===== src/rtl/blkg_pkg.sv =====
package blkg_pkg;

  localparam int PW_MAX   = 3;
  localparam int PW_IDX_W = 2;

  typedef enum logic [2:0] {
    ADDR_SEL  = 3'd0,
    ADDR_PROT = 3'd1,
    ADDR_PW0  = 3'd2,
    ADDR_PW1  = 3'd3,
    ADDR_PW2  = 3'd4,
    ADDR_UNLK = 3'd5,
    ADDR_HIDE = 3'd6
  } reg_addr_e;

  typedef enum logic [1:0] {
    MODE_OPEN   = 2'd0,
    MODE_PWONLY = 2'd1,
    MODE_RDONLY = 2'd2,
    MODE_RSVD   = 2'd3
  } prot_mode_e;

  // strobes from control to datapath
  typedef struct packed {
    logic                protWe;
    logic                pwWe;
    logic [PW_IDX_W-1:0] pwIdx;
    logic                lockSel;
    logic                unlockSel;
    logic                hideWe;
    logic                erase;
  } strobe_t;

  // returns {read, write} rights of one block from its own settings
  function automatic logic [1:0] modePerm(prot_mode_e mode, logic hasPw, logic locked);
    logic [1:0] perm;
    case (mode)
      MODE_OPEN:   perm = {1'b1, !locked};
      MODE_RDONLY: perm = {!locked, 1'b0};
      default:     perm = {2{hasPw && !locked}};
    endcase
    return perm;
  endfunction

endpackage


===== src/rtl/blkg_ctrl.sv =====
module blkg_ctrl
  import blkg_pkg::*;
#(
  parameter int NUM_BLK = 4,
  parameter int DATA_W  = 32
) (
  input  logic                clk,
  input  logic                rstN,
  input  logic                regWrEn,
  input  logic [2:0]          regAddr,
  input  logic [DATA_W-1:0]   regWrData,
  input  logic                massErase,
  input  logic [PW_IDX_W-1:0] selLen,
  input  logic                selWordHit,
  output logic [$clog2(NUM_BLK)-1:0] selBlk,
  output logic [PW_IDX_W-1:0] seqIdx,
  output strobe_t             strb,
  output logic                cfgErr
);

  localparam int BLK_W = $clog2(NUM_BLK);

  logic                wrAllOnes;
  logic                isPwWr;
  logic                isSelWr;
  logic                unlkWr;
  logic [PW_IDX_W-1:0] pwIdxW;
  logic                pwOk;
  logic                hasPw;
  logic [PW_IDX_W-1:0] seqCnt;
  logic                seqBad;
  logic                seqOpen;

  assign wrAllOnes = &regWrData;
  assign isPwWr    = regWrEn && !massErase &&
                     (regAddr == ADDR_PW0 || regAddr == ADDR_PW1 || regAddr == ADDR_PW2);
  assign isSelWr   = regWrEn && !massErase && (regAddr == ADDR_SEL);
  assign unlkWr    = regWrEn && !massErase && (regAddr == ADDR_UNLK);
  assign pwIdxW    = PW_IDX_W'(regAddr - 3'(ADDR_PW0));
  assign pwOk      = isPwWr && !wrAllOnes && (selLen == pwIdxW);
  assign hasPw     = (selLen != '0);
  assign seqOpen   = !seqBad && (seqCnt < selLen);
  assign seqIdx    = seqCnt;

  always_comb begin
    strb           = '0;
    strb.erase     = massErase;
    strb.protWe    = regWrEn && !massErase && (regAddr == ADDR_PROT);
    strb.hideWe    = regWrEn && !massErase && (regAddr == ADDR_HIDE);
    strb.pwWe      = pwOk;
    strb.pwIdx     = pwIdxW;
    strb.lockSel   = unlkWr && wrAllOnes;
    strb.unlockSel = unlkWr && !wrAllOnes && hasPw && seqOpen && selWordHit &&
                     ((seqCnt + 2'd1) == selLen);
  end

  // unlock sequencer, block select and error flag
  always_ff @(posedge clk or negedge rstN) begin
    if (!rstN) begin
      selBlk <= '0;
      seqCnt <= '0;
      seqBad <= 1'b0;
      cfgErr <= 1'b0;
    end else begin
      cfgErr <= isPwWr && !pwOk;
      if (isSelWr) selBlk <= regWrData[BLK_W-1:0];
      if (massErase || isSelWr || strb.lockSel || pwOk) begin
        seqCnt <= '0;
        seqBad <= 1'b0;
      end else if (unlkWr && hasPw) begin
        if (seqCnt < selLen) begin
          seqCnt <= seqCnt + 2'd1;
          if (!selWordHit) seqBad <= 1'b1;
        end else begin
          seqBad <= 1'b1;
        end
      end
    end
  end

endmodule


===== src/rtl/blkg_store.sv =====
module blkg_store
  import blkg_pkg::*;
#(
  parameter int NUM_BLK = 4,
  parameter int DATA_W  = 32
) (
  input  logic                       clk,
  input  logic                       rstN,
  input  strobe_t                    strb,
  input  logic [$clog2(NUM_BLK)-1:0] selBlk,
  input  logic [DATA_W-1:0]          wrData,
  input  logic [PW_IDX_W-1:0]        seqIdx,
  input  logic [$clog2(NUM_BLK)-1:0] qBlk,
  input  logic                       qSuper,
  output logic [PW_IDX_W-1:0]        selLen,
  output logic                       selWordHit,
  output logic                       selOpen,
  output prot_mode_e                 selMode,
  output logic                       selSup,
  output logic [NUM_BLK-1:0]         hideVec,
  output logic                       blk0Locked,
  output logic                       rdOk,
  output logic                       wrOk
);

  localparam int BLK_W = $clog2(NUM_BLK);

  prot_mode_e          modeV [NUM_BLK];
  logic [PW_IDX_W-1:0] lenV  [NUM_BLK];
  logic [DATA_W-1:0]   pwV   [NUM_BLK][PW_MAX];
  logic [1:0]          permV [NUM_BLK];
  logic [NUM_BLK-1:0]  supV;
  logic [NUM_BLK-1:0]  lockedV;

  for (genvar b = 0; b < NUM_BLK; b++) begin : g_blk
    prot_mode_e          mode;
    logic [PW_IDX_W-1:0] len;
    logic                sup;
    logic                lock;
    logic                hide;
    logic [DATA_W-1:0]   pw [PW_MAX];
    logic                selHit;

    assign selHit = (selBlk == BLK_W'(b));

    always_ff @(posedge clk or negedge rstN) begin
      if (!rstN) begin
        mode <= MODE_OPEN;
        len  <= '0;
        sup  <= 1'b0;
        lock <= 1'b0;
        hide <= 1'b0;
      end else if (strb.erase) begin
        mode <= MODE_OPEN;
        len  <= '0;
        sup  <= 1'b0;
        lock <= 1'b0;
        hide <= 1'b0;
      end else begin
        if (selHit && strb.protWe) begin
          mode <= prot_mode_e'(wrData[1:0]);
          sup  <= wrData[2];
        end
        if (selHit && strb.pwWe) begin
          len  <= len + 2'd1;
          lock <= 1'b0;
        end else if (selHit && strb.lockSel && (len != '0)) begin
          lock <= 1'b1;
        end else if (selHit && strb.unlockSel) begin
          lock <= 1'b0;
        end
        if (strb.hideWe && wrData[b] && (b != 0)) hide <= 1'b1;
      end
    end

    // password words need no reset: a zero length hides them
    always_ff @(posedge clk) begin
      if (selHit && strb.pwWe && !strb.erase) pw[strb.pwIdx] <= wrData;
    end

    assign modeV[b]   = mode;
    assign lenV[b]    = len;
    assign pwV[b]     = pw;
    assign supV[b]    = sup;
    assign lockedV[b] = lock && (len != '0);
    assign hideVec[b] = hide;
    assign permV[b]   = modePerm(mode, len != '0, lock && (len != '0));
  end

  // selected-block view for the control and register read
  logic [PW_IDX_W-1:0] expIdx;

  assign selLen  = lenV[selBlk];
  assign selOpen = !lockedV[selBlk];
  assign selMode = modeV[selBlk];
  assign selSup  = supV[selBlk];
  assign expIdx  = selLen - 2'd1 - seqIdx;

  always_comb begin
    selWordHit = 1'b0;
    for (int w = 0; w < PW_MAX; w++) begin
      if (expIdx == PW_IDX_W'(w)) selWordHit = (pwV[selBlk][w] == wrData);
    end
  end

  // access decision for the queried block
  logic [1:0] ownPerm;
  logic [1:0] mergedPerm;
  logic       needSup;
  logic       deny;

  assign blk0Locked = lockedV[0];
  assign ownPerm    = permV[qBlk];
  assign mergedPerm = (qBlk == '0) ? ownPerm : (ownPerm & permV[0] & {2{!lockedV[0]}});
  assign needSup    = supV[qBlk] | supV[0];
  assign deny       = hideVec[qBlk] | (needSup & !qSuper);
  assign rdOk       = mergedPerm[1] & !deny;
  assign wrOk       = mergedPerm[0] & !deny;

endmodule


===== src/rtl/blk_guard.sv =====
module blk_guard
  import blkg_pkg::*;
#(
  parameter int NUM_BLK = 4,
  parameter int DATA_W  = 32
) (
  input  logic                       clk,
  input  logic                       rstN,
  input  logic                       regWrEn,
  input  logic [2:0]                 regAddr,
  input  logic [DATA_W-1:0]          regWrData,
  output logic [DATA_W-1:0]          regRdData,
  output logic                       cfgErr,
  input  logic                       massErase,
  input  logic [$clog2(NUM_BLK)-1:0] qBlk,
  input  logic                       qSuper,
  input  logic                       qWrite,
  output logic                       rdOk,
  output logic                       wrOk,
  output logic                       grant
);

  localparam int BLK_W = $clog2(NUM_BLK);

  strobe_t             strb;
  logic [BLK_W-1:0]    selBlk;
  logic [PW_IDX_W-1:0] seqIdx;
  logic [PW_IDX_W-1:0] selLen;
  logic                selWordHit;
  logic                selOpen;
  prot_mode_e          selMode;
  logic                selSup;
  logic [NUM_BLK-1:0]  hideVec;
  logic                blk0Locked;

  blkg_ctrl #(.NUM_BLK(NUM_BLK), .DATA_W(DATA_W)) u_ctrl (
    .clk(clk), .rstN(rstN), .regWrEn(regWrEn), .regAddr(regAddr),
    .regWrData(regWrData), .massErase(massErase), .selLen(selLen),
    .selWordHit(selWordHit), .selBlk(selBlk), .seqIdx(seqIdx),
    .strb(strb), .cfgErr(cfgErr)
  );

  blkg_store #(.NUM_BLK(NUM_BLK), .DATA_W(DATA_W)) u_store (
    .clk(clk), .rstN(rstN), .strb(strb), .selBlk(selBlk), .wrData(regWrData),
    .seqIdx(seqIdx), .qBlk(qBlk), .qSuper(qSuper), .selLen(selLen),
    .selWordHit(selWordHit), .selOpen(selOpen), .selMode(selMode),
    .selSup(selSup), .hideVec(hideVec), .blk0Locked(blk0Locked),
    .rdOk(rdOk), .wrOk(wrOk)
  );

  assign grant = qWrite ? wrOk : rdOk;

  always_comb begin
    case (regAddr)
      ADDR_SEL:  regRdData = DATA_W'(selBlk);
      ADDR_PROT: regRdData = DATA_W'({selSup, selMode});
      ADDR_UNLK: regRdData = DATA_W'(selOpen);
      default:   regRdData = '0;
    endcase
  end

endmodule


===== config.mk =====
export PLATFORM = sky130hd
export DESIGN_NAME = blk_guard
export DESIGN_NICKNAME = d
export VERILOG_FILES = /design/src/rtl/blkg_pkg.sv /design/src/rtl/blkg_ctrl.sv /design/src/rtl/blkg_store.sv /design/src/rtl/blk_guard.sv
export SDC_FILE = /design/constraint.sdc
export NUM_CORES = 1
export LEC_CHECK = 0
export BUFFER_PORTS_ARGS = -buffer_cell sky130_fd_sc_hd__buf_2
export CAP_MARGIN = 20
export CORE_ASPECT_RATIO = 1.2
export CORE_MARGIN = 10
export CORE_UTILIZATION = 30
export DETAILED_ROUTE_END_ITERATION = 6
export PLACE_DENSITY_LB_ADDON = 0.08
export SYNTH_ARGS = -nofsm -noshare
export SYNTH_HDL_FRONTEND = slang
export SYNTH_SLANG_ARGS = --single-unit

===== constraint.sdc =====
create_clock -name clk -period 12.95 [get_ports clk]
set_clock_uncertainty 0.05 [all_clocks]
set_input_delay 2.59 -clock clk [delete_from_list [all_inputs] [get_ports clk]]
set_output_delay 2.59 -clock clk [all_outputs]
set_load 0.02 [all_outputs]

==> impl_metrics.yaml, run 1 <==
power:
  p_comb_frac: 0.136
  irDropWorstVdd_v: 0.00007781
  p_sw_mw: 0.8246
  clkPwrFrac: 0.410
  power_frac_seq: 0.454
  power_density_nw_per_um2: 159.6
  power_switching_share: 0.2500
  cellLeakagePower_nw: 6.867
  p_int_mw: 2.474
run:
  maxCapViolations: 0
yosys:
  ys_seq_elements: 417
  seq_area_frac_synth: 0.6845
  ys_warn_count: 0
  syn_avg_cell_area_um2: 16.56
  synthesis.area_um2: 18050
  synthCells: 1090
  synth_edf_count: 384
  ys_async_sr_fraction: 0.07914
  ys_types: 66
  synth_top_family_by_area: "multiplexers"
  synth_top_flop_cell: "edfxtp_1"
  synth_compound_gate_area_share: 0.03944
  synth_adder_area_share: 0.004574
  synthSimpleGateAreaFrac: 0.05427
  synthMuxAreaShare: 0.1372
  synth-xor-area-share: 0.04269
cells_and_area:
  n_antenna_cell: 0
  final_common_cell: "edfxtp_1"
  drive_above_1_share: 0.1938
  area_growth_pct: 14.54
  nFillCells: 5770
  layout_common_cells: "384 x edfxtp_1, 75 x mux2i_1, 59 x mux4_2"
  fin_nets: 1199
  post-route-util: 0.3470
worst_setup_path:
  startpoint_type: "primary input"
  path_delay_family: "simple AND/OR/NAND/NOR gates"
  crit_arrival_ns: 3.89
  reg2reg_depth: 10
  reg2reg_from: "u_ctrl.selBlk[1]$_DFFE_PN0P_"
  path_max_fanout: 3
  setup.worst_path.end_class: "output port"
  cp_cell_sequence: "buf_2 -> inv_1 -> a21oi_1 -> nor2_1 -> a21oi_1 -> o21ai_0 -> nor4_1 -> mux2_2 -> buf_2"
  regToRegSetupSlack_ns: 7.97
  endpoint: "grant"
  cp.required_ns: 10.31
  cp_slowest_cell: "nor4_1"
  crit_start: "qSuper"
  cp.buffers_inverters: 3
  worstSetupPathType: "primary input to output port"
  cpPeakStageDelay_ns: 0.36
  r2r_end: "u_store.g_blk[3].lock$_DFFE_PN0P_"
  cp.depth: 9
detailed_routing:
  wire_per_inst_um: 25.04
  postRouteAntennaNets: 0
  drtIter0Drc: 570
  totalWireLength_um: 49760
  vias_per_cell: 4.782
  first_pass_iters: 5
  num_vias: 9502
  drc_errors: 0
timing:
  rsz0062_at_grt: "no"
  max_clock_freq_mhz: 153.1
  finalSetupTns_ns: 0
  holdWs_ns: 0.4759
  worstMarginPinSlew_ns: 1.001
  hold_violations: 0
  finalMaxSlewViolations: 0
  period_share: 0.5044
  setup_viol: 0
  timing.final.crit_period_ns: 6.532
  slew_headroom: 0.3263
clock_network:
  path_clk_slew_ns: 0.05
  cts.sinks: 417
  cts_tree: "done"
  clk-insertion-delay-late_ns: 0.58
  root_buffer: "clkbuf_16"
  clock_path_buffers: 3
  hold_buffers: 0
  cts_made_buffers: 47
  cts_max_level: 2
  post-cts-setup-buffer-count: 0
  post_cts_resized: 0
floorplan:
  die-area_um2: 70430
  die_x_um: 243.9
  num_io_pins: 79
  rows: 98
  coreArea_um2: 59590
  die_h_um: 288.7
  start_util: 0.3029
grt:
  grt_start_max_net_pins: 85
  grt_pass1_vias: 10060
  antenna_found_initial: 2
  globalRouteTotalUtil: 0.1399
  grt_pass1_wl_um: 72150
  grt_overflow: 0
min_path:
  hp-class: "flop to flop"
  min_path_cells: 1
outcome:
  status: "completed"
placed_design:
  dp_hpwl_um: 30290
  place_congestion: 0.8001
  portBuffers: 49
-- layer usage --
metal	vias up	track usage	share of wire
li1	4303	-	-
met1	4943	0.1792	0.44
met2	173	0.2352	0.49
met3	81	0.02237	0.032
met4	2	0.05299	0.033
met5	-	0	0.00016
-- stage by stage --
stage | cell area (um2) | worst slack (ns) | instances | power (mW)
2_1_floorplan | 18160 | 6.149 | 1118 | 1.856
4_1_cts | 20680 | 6.417 | 1987 | 3.361
3_3_place_gp | 19130 | 6.433 | 1901 | 1.992
5_1_grt | 20680 | 6.354 | 1987 | 3.431
6_report | 20680 | 6.418 | 1987 | 3.299
3_5_place_dp | 19130 | 6.418 | 1901 | 1.989
-- cell usage after synthesis (all sizes together) (5+ instances only) --
master | instances | area (um2)
nor2 | 60 | 225.2
nand2b | 8 | 50.05
mux2 | 12 | 135.1
dfrtp | 33 | 825.8
nor3 | 13 | 65.06
nor2b | 5 | 31.28
clkbuf | 26 | 97.59
ha | 5 | 62.56
nand2 | 45 | 168.9
nor4 | 18 | 118.9
buf | 63 | 459.2
mux2i | 75 | 750.7
a211oi | 6 | 45.04
xnor2 | 58 | 508.0
inv | 30 | 112.6
nand3 | 17 | 85.08
mux4 | 69 | 1592
o22ai | 5 | 31.28
a22o | 5 | 43.79
o21ai | 13 | 65.06
nand4 | 18 | 112.6
a21oi | 28 | 140.1
xor2 | 30 | 262.8
and2 | 5 | 31.28
edfxtp | 384 | 11530
-- worst min-delay path by stage --
stage,from,end
after global routing,u_store.g_blk[2].hide$_DFFE_PN0P_,u_store.g_blk[2].hide$_DFFE_PN0P_
after detailed placement,u_store.g_blk[3].len[0]$_DFFE_PN0P_,u_store.g_blk[3].len[0]$_DFFE_PN0P_
final,u_store.g_blk[2].hide$_DFFE_PN0P_,u_store.g_blk[2].hide$_DFFE_PN0P_
after CTS,u_store.g_blk[3].len[0]$_DFFE_PN0P_,u_store.g_blk[3].len[0]$_DFFE_PN0P_
after global placement,u_store.g_blk[3].len[0]$_DFFE_PN0P_,u_store.g_blk[3].len[0]$_DFFE_PN0P_
after floorplan,u_store.g_blk[2].len[0]$_DFFE_PN0P_,u_store.g_blk[2].len[0]$_DFFE_PN0P_
-- power groups by stage --
stage | clock, mW | combinational [mW] | sequential [mW]
floorplan | 0 | 0.351 | 1.51
CTS | 1.40 | 0.462 | 1.50
finish | 1.35 | 0.448 | 1.50
detailed placement | 0 | 0.460 | 1.53
global route | 1.45 | 0.485 | 1.50
global placement | 0 | 0.464 | 1.53
-- final cells by class --
type,instances,area [um2],area share
Multi-Input combinational cell,582,5218,0.2523
Timing Repair Buffer,72,430.4,0.02082
Clock inverter,26,274.0,0.01325
Inverter,30,112.6,0.005446
Tap cell,800,1001,0.04841
Clock buffer,60,1277,0.06178
Sequential cell,417,12360,0.5980
-- state kept, by name, indices dropped and copies added, names as in the netlist, 2 cells and up --
register            count
u_store.g_blk.sup       4
u_ctrl.seqIdx           2
u_store.g_blk.hide      3
u_store.g_blk.mode      8
u_store.g_blk.lock      4
u_ctrl.selBlk           2
u_store.g_blk.len       8
u_store.g_blk.pw      384
-- kinds of logic after synthesis --
logic type | count (synthesis)
buffers and inverters | 119
XOR/XNOR | 88
other | 1
adder cells (fa/ha/maj) | 6
AND/OR/NAND/NOR | 202
AO/OA/AOI/OAI | 101
multiplexers | 156
flip-flops | 417
-- worst register-to-register path: stages, from the launching register on --
cell,delay [ns]
dfrtp_4,0.67
buf_4,0.65
buf_4,0.85
mux4_1,0.49
xnor2_1,0.16
nand4_1,0.33
nor3_1,0.40
nand4b_1,0.20
nor4_2,0.36
a31oi_1,0.34
o31a_1,0.37
Power figures use the tool's default switching activity.
==> run 2: changes to the inputs <==
clock period = 5.85 ns   (was 12.95 ns; I/O delays follow)
==> impl_metrics.yaml, run 2 (synthesis gave the netlist of run 1 again) <==
grt:
  grt_pass1_wl_um: 75890
  grt_overflow: 0
  grt_pass1_vias: 10370
  grt_start_max_net_pins: 51
  antenna_found_initial: 1
  globalRouteTotalUtil: 0.1483
worst_setup_path:
  crit_top_cell: "nor4_1"
  path_max_fanout: 20
  cpPeakStageDelay_ns: 0.71
  cp.required_ns: 6.26
  cp_cell_sequence: "mux4_2 -> ha_1 -> fa_1 -> nor2_1 -> o31ai_1 -> a311o_1 -> nor4_1 -> nand4_1 -> nor4_1 -> a31oi_1 -> o31a_1"
  cp_slowest_cell: "dfrtp_4"
  reg2reg_depth: 11
  regToRegSetupSlack_ns: 1.43
  cp.depth: 11
  cp.buffers_inverters: 0
  crit_arrival_ns: 4.82
  setup.worst_path.end_class: "flop"
  worstSetupPathType: "flop to flop"
  path_delay_family: "simple AND/OR/NAND/NOR gates"
  startpoint_type: "flop"
cells_and_area:
  n_antenna_cell: 0
  top_regs: "u_store.g_blk.pw x384, u_store.g_blk.len x8, u_store.g_blk.mode x8"
  fin_nets: 1220
  largest_reg_flops: 384
  stdcell_area_um2: 20720
  regMostFlops: "u_store.g_blk.pw"
  post-route-util: 0.3477
  final_common_cell: "edfxtp_1"
  drive_above_1_share: 0.2083
  layout_common_cells: "384 x edfxtp_1, 75 x mux2i_1, 59 x mux4_2"
  area_growth_pct: 14.77
power:
  power_mw: 7.142
  irDropWorstVdd_v: 0.0002009
  power_density_nw_per_um2: 344.7
  cellLeakagePower_nw: 6.924
clock_network:
  clock_path_buffers: 3
  cts_max_level: 2
  hold_buffers: 0
  cts_tree: "done"
  path_clk_slew_ns: 0.06
  cts.sinks: 417
  root_buffer: "clkbuf_16"
  clk-insertion-delay-late_ns: 0.58
  post_cts_resized: 0
  cts_made_buffers: 47
  post-cts-setup-buffer-count: 0
timing:
  finalMaxSlewViolations: 0
  finalSetupTns_ns: 0
  timing.final.crit_period_ns: 4.415
  period_share: 0.7547
  rsz0062_at_grt: "no"
  setup_viol: 0
  worstMarginPinSlew_ns: 0.8512
  max_clock_freq_mhz: 226.5
  hold_violations: 0
  slew_headroom: 0.4273
run:
  maxCapViolations: 0
floorplan:
  start_util: 0.3029
  die-area_um2: 70430
  die_x_um: 243.9
  num_io_pins: 79
  rows: 98
  die_h_um: 288.7
  coreArea_um2: 59590
detailed_routing:
  num_vias: 9660
  totalWireLength_um: 52290
  drtIter0Drc: 598
  drc_errors: 0
  vias_per_cell: 4.818
  wire_per_inst_um: 26.08
  first_pass_iters: 4
  postRouteAntennaNets: 0
placed_design:
  place_congestion: 0.8039
  portBuffers: 49
  placed_area_um2: 19290
  dp_hpwl_um: 33220
min_path:
  min_path_cells: 1
  hp-class: "flop to flop"
outcome:
  status: "completed"
run 2: final timing paths:
path / from / to
setup / recovery: u_ctrl.selBlk[1]$_DFFE_PN0P_ / u_store.g_blk[2].lock$_DFFE_PN0P_
hold / removal: u_store.g_blk[2].len[0]$_DFFE_PN0P_ / u_store.g_blk[2].len[0]$_DFFE_PN0P_
setup reg to reg: u_ctrl.selBlk[1]$_DFFE_PN0P_ / u_store.g_blk[2].lock$_DFFE_PN0P_
hold reg to reg: u_store.g_blk[2].len[0]$_DFFE_PN0P_ / u_store.g_blk[2].len[0]$_DFFE_PN0P_
max in group asynchronous: rstN / u_ctrl.selBlk[1]$_DFFE_PN0P_
min in group asynchronous: rstN / u_store.g_blk[3].lock$_DFFE_PN0P_
run 2: stage by stage:
step,worst slack [ns],instances,hold slack [ns]
6_report,1.435,2005,0.4798
5_1_grt,1.237,2005,0.4928
4_1_cts,1.361,2005,0.4766
3_5_place_dp,1.341,1922,0.4684
3_3_place_gp,0.8784,1921,0.4705
2_1_floorplan,0.8432,1118,0.4273
run 2: routing by layer:
metal | up-vias | track usage | routed length (um)
met2 | 210 | 0.2518 | 25750
met3 | 72 | 0.02486 | 2105
met4 | 0 | 0.06014 | 1889
li1 | 4340 | - | -
met1 | 5038 | 0.1857 | 22540
met5 | - | 0 | 0
run 2: layout make-up:
type	instances	area [um2]
Fill cell	5787	38870
Sequential cell	417	12360
Multi-Input combinational cell	582	5211
Clock buffer	56	1231
Tap cell	800	1001
Timing Repair Buffer	93	598.1
Clock inverter	27	200.2
Inverter	30	112.6
run 2: power by group:
part           internal [mW]  total [mW]  leakage (nW)  switching (mW)
registers               3.27        3.30          3.90          0.0293
logic                  0.428        1.05          2.32           0.618
clock network           1.59        2.80         0.698            1.21
total                   5.28        7.14          6.92            1.86
